File: config.mk
export PLATFORM = sky130hd
export DESIGN_NAME = irq_src_ctrl
export DESIGN_NICKNAME = d
export VERILOG_FILES = /design/src/rtl/irq_pkg.sv /design/src/rtl/irq_regs.sv /design/src/rtl/irq_pending.sv /design/src/rtl/irq_ack.sv /design/src/rtl/irq_src_ctrl.sv
export SDC_FILE = /design/constraint.sdc
export NUM_CORES = 1
export LEC_CHECK = 0
export CAP_MARGIN = 20
export CELL_PAD_IN_SITES_DETAIL_PLACEMENT = 0
export CELL_PAD_IN_SITES_GLOBAL_PLACEMENT = 1
export CORE_MARGIN = 2
export CORE_UTILIZATION = 32
export CTS_BUF_LIST = sky130_fd_sc_hd__clkbuf_16
export DETAILED_ROUTE_END_ITERATION = 6
export GPL_TIMING_DRIVEN = 0
export PLACE_DENSITY_LB_ADDON = 0.1
export SYNTH_ARGS = -nofsm -noshare
export SYNTH_HDL_FRONTEND = slang
export SYNTH_SLANG_ARGS = --single-unit
File: constraint.sdc
create_clock -name clk -period 3.7 [get_ports clk]
set_clock_uncertainty 0.15 [all_clocks]
set_input_delay 0.74 -clock clk [delete_from_list [all_inputs] [get_ports clk]]
set_output_delay 0.74 -clock clk [all_outputs]
set_load 0.01 [all_outputs]
File: src/rtl/irq_pkg.sv
package irq_pkg;
  localparam int DATA_W   = 8;
  localparam int LVL_W    = 3;
  localparam int ADDR_W   = 1;
  localparam int MODE_BIT = 5;
  localparam int PEND_BIT = 3;
  localparam logic [ADDR_W-1:0] CTRL_ADDR = 1'b0;
  localparam logic [ADDR_W-1:0] VEC_ADDR  = 1'b1;

  typedef struct packed {
    logic             mode;
    logic [LVL_W-1:0] level;
  } ctrl_t;
endpackage

File: src/rtl/irq_regs.sv
module irq_regs
  import irq_pkg::*;
(
  input  logic              clk,
  input  logic              rst_n,
  input  logic              wr_i,
  input  logic [ADDR_W-1:0] addr_i,
  input  logic [DATA_W-1:0] wdata_i,
  input  logic              pending_i,
  output ctrl_t             ctrl_o,
  output logic [DATA_W-1:0] vector_o,
  output logic [DATA_W-1:0] rdata_o
);
  logic unused_rsvd;
  assign unused_rsvd = ^{wdata_i[DATA_W-1:MODE_BIT+1], wdata_i[PEND_BIT+1], wdata_i[PEND_BIT]};

  always_ff @(posedge clk) begin
    if (!rst_n) begin
      ctrl_o   <= '0;
      vector_o <= '0;
    end else if (wr_i) begin
      if (addr_i == CTRL_ADDR) begin
        ctrl_o.mode  <= wdata_i[MODE_BIT];
        ctrl_o.level <= wdata_i[LVL_W-1:0];
      end else begin
        vector_o <= wdata_i;
      end
    end
  end

  always_comb begin
    rdata_o = '0;
    if (addr_i == CTRL_ADDR) begin
      rdata_o[MODE_BIT]    = ctrl_o.mode;
      rdata_o[PEND_BIT]    = pending_i;
      rdata_o[LVL_W-1:0]   = ctrl_o.level;
    end else begin
      rdata_o = vector_o;
    end
  end

  // a write to the vector register lands unchanged
  p_vec_write_r2: assert property (@(posedge clk) disable iff (!rst_n)
    (wr_i && addr_i == VEC_ADDR) |=> (vector_o == $past(wdata_i)));
endmodule

File: src/rtl/irq_pending.sv
module irq_pending (
  input  logic clk,
  input  logic rst_n,
  input  logic event_i,
  input  logic sw_clr_i,
  input  logic ack_clr_i,
  output logic pending_o
);
  always_ff @(posedge clk) begin
    if (!rst_n)                    pending_o <= 1'b0;
    else if (event_i)              pending_o <= 1'b1;
    else if (sw_clr_i || ack_clr_i) pending_o <= 1'b0;
  end

  p_event_sets_r6: assert property (@(posedge clk) disable iff (!rst_n)
    event_i |=> pending_o);
  p_ack_clears_r7: assert property (@(posedge clk) disable iff (!rst_n)
    (ack_clr_i && !event_i) |=> !pending_o);
  p_no_sw_set_r5: assert property (@(posedge clk) disable iff (!rst_n)
    (!pending_o && !event_i) |=> !pending_o);
endmodule

File: src/rtl/irq_ack.sv
module irq_ack
  import irq_pkg::*;
(
  input  logic              clk,
  input  logic              rst_n,
  input  logic              iack_i,
  input  logic [LVL_W-1:0]  iack_level_i,
  input  logic              pending_i,
  input  ctrl_t             ctrl_i,
  input  logic [DATA_W-1:0] vector_i,
  output logic              hit_o,
  output logic              autovec_o,
  output logic              vec_valid_o,
  output logic [DATA_W-1:0] vec_o
);
  assign hit_o = iack_i && pending_i && (ctrl_i.level != '0) && (iack_level_i == ctrl_i.level);

  always_ff @(posedge clk) begin
    if (!rst_n) begin
      autovec_o   <= 1'b0;
      vec_valid_o <= 1'b0;
      vec_o       <= '0;
    end else begin
      autovec_o   <= hit_o && !ctrl_i.mode;
      vec_valid_o <= hit_o && ctrl_i.mode;
      vec_o       <= (hit_o && ctrl_i.mode) ? vector_i : '0;
    end
  end

  p_one_reply_r8: assert property (@(posedge clk) disable iff (!rst_n)
    !(autovec_o && vec_valid_o));
  p_reply_needs_ack_r7: assert property (@(posedge clk) disable iff (!rst_n)
    (autovec_o || vec_valid_o) |-> $past(iack_i));
  p_wrong_level_r9: assert property (@(posedge clk) disable iff (!rst_n)
    (iack_i && iack_level_i != ctrl_i.level) |=> !(autovec_o || vec_valid_o));
  p_single_cycle_r7: assert property (@(posedge clk) disable iff (!rst_n)
    (autovec_o || vec_valid_o) |=> !(autovec_o || vec_valid_o));
endmodule

File: src/rtl/irq_src_ctrl.sv
module irq_src_ctrl
  import irq_pkg::*;
(
  input  logic              clk,
  input  logic              rst_n,
  input  logic              event_i,
  input  logic              reg_wr_i,
  input  logic [ADDR_W-1:0] reg_addr_i,
  input  logic [DATA_W-1:0] reg_wdata_i,
  output logic [DATA_W-1:0] reg_rdata_o,
  output logic [LVL_W-1:0]  irq_level_o,
  input  logic              iack_i,
  input  logic [LVL_W-1:0]  iack_level_i,
  output logic              autovec_o,
  output logic              vec_valid_o,
  output logic [DATA_W-1:0] vec_o
);
  ctrl_t             ctrl;
  logic [DATA_W-1:0] vector;
  logic              pending;
  logic              sw_clr;
  logic              hit;

  assign sw_clr = reg_wr_i && (reg_addr_i == CTRL_ADDR) && !reg_wdata_i[PEND_BIT];

  irq_regs u_regs (
    .clk(clk), .rst_n(rst_n), .wr_i(reg_wr_i), .addr_i(reg_addr_i),
    .wdata_i(reg_wdata_i), .pending_i(pending), .ctrl_o(ctrl),
    .vector_o(vector), .rdata_o(reg_rdata_o)
  );

  irq_pending u_pend (
    .clk(clk), .rst_n(rst_n), .event_i(event_i), .sw_clr_i(sw_clr),
    .ack_clr_i(hit), .pending_o(pending)
  );

  irq_ack u_ack (
    .clk(clk), .rst_n(rst_n), .iack_i(iack_i), .iack_level_i(iack_level_i),
    .pending_i(pending), .ctrl_i(ctrl), .vector_i(vector), .hit_o(hit),
    .autovec_o(autovec_o), .vec_valid_o(vec_valid_o), .vec_o(vec_o)
  );

  assign irq_level_o = pending ? ctrl.level : '0;

  p_mask_r4: assert property (@(posedge clk) disable iff (!rst_n)
    (ctrl.level == '0) |-> (irq_level_o == '0));
  p_request_r3: assert property (@(posedge clk) disable iff (!rst_n)
    $past(event_i) |-> (irq_level_o == ctrl.level));
endmodule

# == Yosys cells after proc, flatten, opt, wreduce, memory -nomap -nowiden ==
# Cells that the tools add are included.
# Widths: inputs -> output; s select.
# totals
register_bits,23
out_inout_bits,21
wordCells,31
# op_classes
eq_ne,1
n_mux,7
bitwise_logic,1
n_reduce_logical,15
# op_table
op,n
$logic_and 1x1->1,7
$reduce_and 2->1,3
$mux 1,4
$mux 4,1
$eq 3x3->1,1
$mux 3,1
$reduce_bool 3->1,1
$logic_not 1->1,2
$mux 2,1
$reduce_bool 2->1,1
$logic_or 1x1->1,1
$not 1->1,1

# == Logic depth before layout (Yosys ltp) ==
# depth
ltp_word,6
ltp_mapped,5
mapped_depth_nobuf,3

# == Hierarchy ==
# A second synthesis with hierarchy kept.
# hier_totals
cells_unflattened,106
hier_area_um2,1037.2
# modules_own_cells
module,instances,cells_each,area_per_inst_um2,seq_area_each_um2
irq_regs,1,59,549.3,240.2
irq_ack,1,40,416.6,200.2
irq_pending,1,3,40.0,20.0
irq_src_ctrl,1,4,31.3,0.0

# == Least setup slack after synthesis ==
# OpenSTA, ideal clock, no wires.
# synth_timing
path_type,input-to-output
startpoint,input reg_addr_i
endpoint,output reg_rdata_o[0]
t_arrival_ns,1.274
required_time_ns,2.810
slack_ns,1.536
cell_stages,2
path_cell_list,buf_2 > mux2_2
# synth_between
elab_chain_cells,1
# synth_lines
element,line,text
from (decl),irq_src_ctrl.sv:8,"input logic [ADDR_W-1:0] reg_addr_i,"
$mux 4,irq_regs.sv:33,if (addr_i == CTRL_ADDR) begin
to (decl),irq_src_ctrl.sv:10,"output logic [DATA_W-1:0] reg_rdata_o,"
# Every way passes these cells.

# == Worst setup path in the final report ==
# layout_timing
startpoint,input reg_addr_i
endpoint,output reg_rdata_o[6]
# layout_between
elab_chain_cells,1
# layout_lines
element,line
$mux 2,irq_regs.sv:33
# Every way passes these cells.

==> metrics.md <==
| Metric | Value |
|---|---|
| Synth warn | 0 |
| Fillers | 271 |
| Htree depth | 1 |
| Tot GR Track Use | 0.147 |
| CP Capture Type | primary output |
| CP Cell Sequence | buf_2 > buf_2 > and2_1 > clkdlybuf4s50_1 |
| Critical path's most frequent cell | buf_2 |
| Status | completed |
| Post-Syn Area per Cell | 8.89 um2 |
| Startpoint type of the worst setup path | primary input |
| Root buf cell | clkbuf_16 |
| Vias in the first global route | 853 |
| Clock network power share | 0.412 |
| Drt first pass iters | 2 |
| CTS buffer count | 3 |
| Post-CTS sizing | 0 |
| WS Path Type | in2out |
| Max clock buf depth | 2 |
| Sequential fraction of the synthesis area | 0.489 |
| CP max stage cell | clkdlybuf4s50_1 |
| First-pass GRT wire length | 3800 um |
| Final setup vio count | 0 |
| Delay-heaviest family, CP | buffers and inverters |
| Switching Share | 0.218 |
| CTS tree | done |
| Sw Pwr | 0.122 mW |
| DRC viols | 0 |
| DP HPWL | 1550 um |
| Distinct cells, synth | 24 |
| Setup Buffers After CTS | 0 |
| Setup slack, reg-to-reg | between 2 and 2.5 ns |
| Critical path fanouts, max | 10 |
| Synthesized cell area | between 900 and 1000 um2 |
| Final #Nets | 164 |
| Post-Synth XOR/XNOR Area | 0.0186 |
| Clock Sinks | 23 |
| Clk Latency, worst-skew pair | around 0.25 ns |
| Share of cells above drive strength 1 | 0.103 |
| Row Count | 19 |
| Max VDD drop | 0.273 mV |
| GRT overflow | 0 |
| WL final | 2190 um |
| Period Utilization, post-route | 0.751 |
| Unrepaired setup endpoints after global routing | no |
| Initial core utilization | 0.339 |
| Core area | 2780 um2 |
| Die W | 58.3 um |
| Seq pwr share | 0.466 |
| CP max stage delay | around 0.53 ns |
| Worst setup slack after layout | 0.921 ns |
| Worst slew pin tran | around 0.5 ns |
| Routed Antenna Nets | 0 |
| Place WS | approximately 0.9 ns |
| Minimum clock period | 2.78 ns |
| Area Growth Syn to Fin | 50.9% |
| Post-synthesis mux area share | 0.102 |
| Fin. max-slew vios | 0 |
| Syn Inst Count | roughly 110 |
| Hold Buf Count CTS | 0 |
| Syn_nets | 123 |
| Die area | 3390 um2 |
| Fmax | 0.360 GHz |
| Diodes inserted | 0 |
| Synthesis-stage register bit count | 23 |
| Final Hold Viols | 0 |
| Leakage | 0.535 nW |
| Largest family of logic cells by synthesized area | simple AND/OR/NAND/NOR gates |
| CP arrival | 1.89 ns |
| Worst path bufs/invs | 3 |
| Port Buffer Count | 36 |
| Chip Height | ~58 um |
| Drt initial violations | 7 |
| Via density | approximately 4.7 |
| Max-Cap Viols | 0 |
| Clock transition at path regs | 0.06 ns |
| PwrDens | 395 nW/um2 |
| Synth Area in Compound Gates | 0.0770 |
| Worst Hold Class | reg2reg |
| Adder-Cell Fraction of Synth Area | 0 |
| Combinational Power Share | 0.121 |
| IO Count | 38 |
| Placer Congestion | 0.728 |
| Routed WL per cell | between 10 and 15 um |
| Simple-Gate Fraction of Synth Area | 0.236 |
| Via count | 835 |
| Largest net degree at the start of global routing | 14 |
| Final setup TNS | 0 ns |
| Initial antenna violation count | 0 |
| Worst path required time | roughly 2.8 ns |
| Pint | approximately 0.44 mW |
| Slew HR | 0.672 |
[final timing paths]
path	startpoint	endpoint	cells after the start
worst max-delay path	reg_addr_i	reg_rdata_o[6]	4
worst min register to register	u_regs.vector_o[7]	u_ack.vec_o[7]	2
worst min-delay path	u_regs.vector_o[7]	u_ack.vec_o[7]	2
worst max register to register	u_regs.ctrl_o[0]	u_ack.vec_o[6]	4
[worst reg2reg max path, cell delays in order (launching register included)]
cell and delay (ns):
dfxtp_1 0.35, o21ba_2 0.22, o21ai_1 0.17, buf_2 0.26
nor3_1 0.08
[synth_stat cells]
| library cell | instances | area (um2) |
|---|---|---|
| a21o_1 | 1 | 7.51 |
| o311a_1 | 1 | 10.0 |
| nand4_1 | 1 | 6.26 |
| or3b_1 | 1 | 8.76 |
| nand3_1 | 8 | 40.0 |
| clkbuf_2 | 1 | 5.00 |
| mux2_2 | 5 | 56.3 |
| nand4bb_1 | 1 | 11.3 |
| nor4_1 | 1 | 6.26 |
| o21ai_1 | 1 | 5.00 |
| nor3_1 | 8 | 40.0 |
| o21ba_2 | 1 | 10.0 |
| mux2i_1 | 4 | 40.0 |
| and2_1 | 6 | 37.5 |
| nand2b_1 | 2 | 12.5 |
| buf_2 | 3 | 15.0 |
| buf_6 | 1 | 11.3 |
| nand2_1 | 11 | 41.3 |
| inv_1 | 9 | 33.8 |
| a21oi_1 | 8 | 40.0 |
| nor2_1 | 5 | 18.8 |
| dfxtp_1 | 23 | 460 |
| clkbuf_1 | 2 | 7.51 |
| xnor2_1 | 2 | 17.5 |
[per-stage QoR]
step	hold slack [ns]	area [um2]	utilization	instances	total power, mW
detailed placement	0.290	1340	0.482	173	0.335
CTS	0.299	1420	0.511	177	0.566
finish	0.290	1420	0.511	177	0.561
global placement	0.289	1340	0.482	173	0.334
floorplan	0.275	942	-	106	0.299
global route	0.310	1420	0.511	177	0.582
[registers in the layout (all words and copies together), names as in the netlist]
name,cells
u_ack.vec_o,8
u_regs.vector_o,8
u_ack.vec_valid_o,1
u_ack.autovec_o,1
u_regs.ctrl_o,4
u_pend.pending_o,1
[power groups by stage]
stage	Sequential, mW	Combinational, mW	Clock, mW
after floorplan	0.265	0.0343	0
after global placement	0.267	0.0673	0
after detailed placement	0.267	0.0676	0
after CTS	0.261	0.0684	0.236
after global routing	0.262	0.0748	0.245
final	0.262	0.0681	0.231
[cells in the final DEF, fill, tap and decap left out, drive strengths merged, types with 5 or more instances in the layout]
cell type,instances
a21oi,8
and2,6
clkbuf,6
clkdlybuf4s50,36
dfxtp,23
inv,9
mux2,5
nand2,11
nand3,8
nor2,5
nor3,8
[layer usage]
metal | GRT usage | share of wire
met2 | 0.238 | 0.49
met1 | 0.184 | 0.46
met5 | 0 | 0
met3 | 0.0313 | 0.033
met4 | 0.0731 | 0.011
[logic make-up after synthesis]
kind of cell,Yosys count
and+or+nand+nor,44
DFF,23
buffers and inverters,16
AOI/OAI and AO/OA,12
muxes,9
xor gates and xnor gates,2
[final cells by class]
type | instances | area (um2) | area share
Tap cell | 31 | 38.8 | 0.0273
Multi-Input combinational cell | 67 | 409 | 0.288
Inverter | 9 | 33.8 | 0.0238
Clock inverter | 1 | 5.00 | 0.00352
Buffer | 7 | 38.8 | 0.0273
Timing Repair Buffer | 36 | 360 | 0.254
Sequential cell | 23 | 460 | 0.324
Clock buffer | 3 | 75.1 | 0.0528
Note: power is estimated with default switching activity, not from simulation.
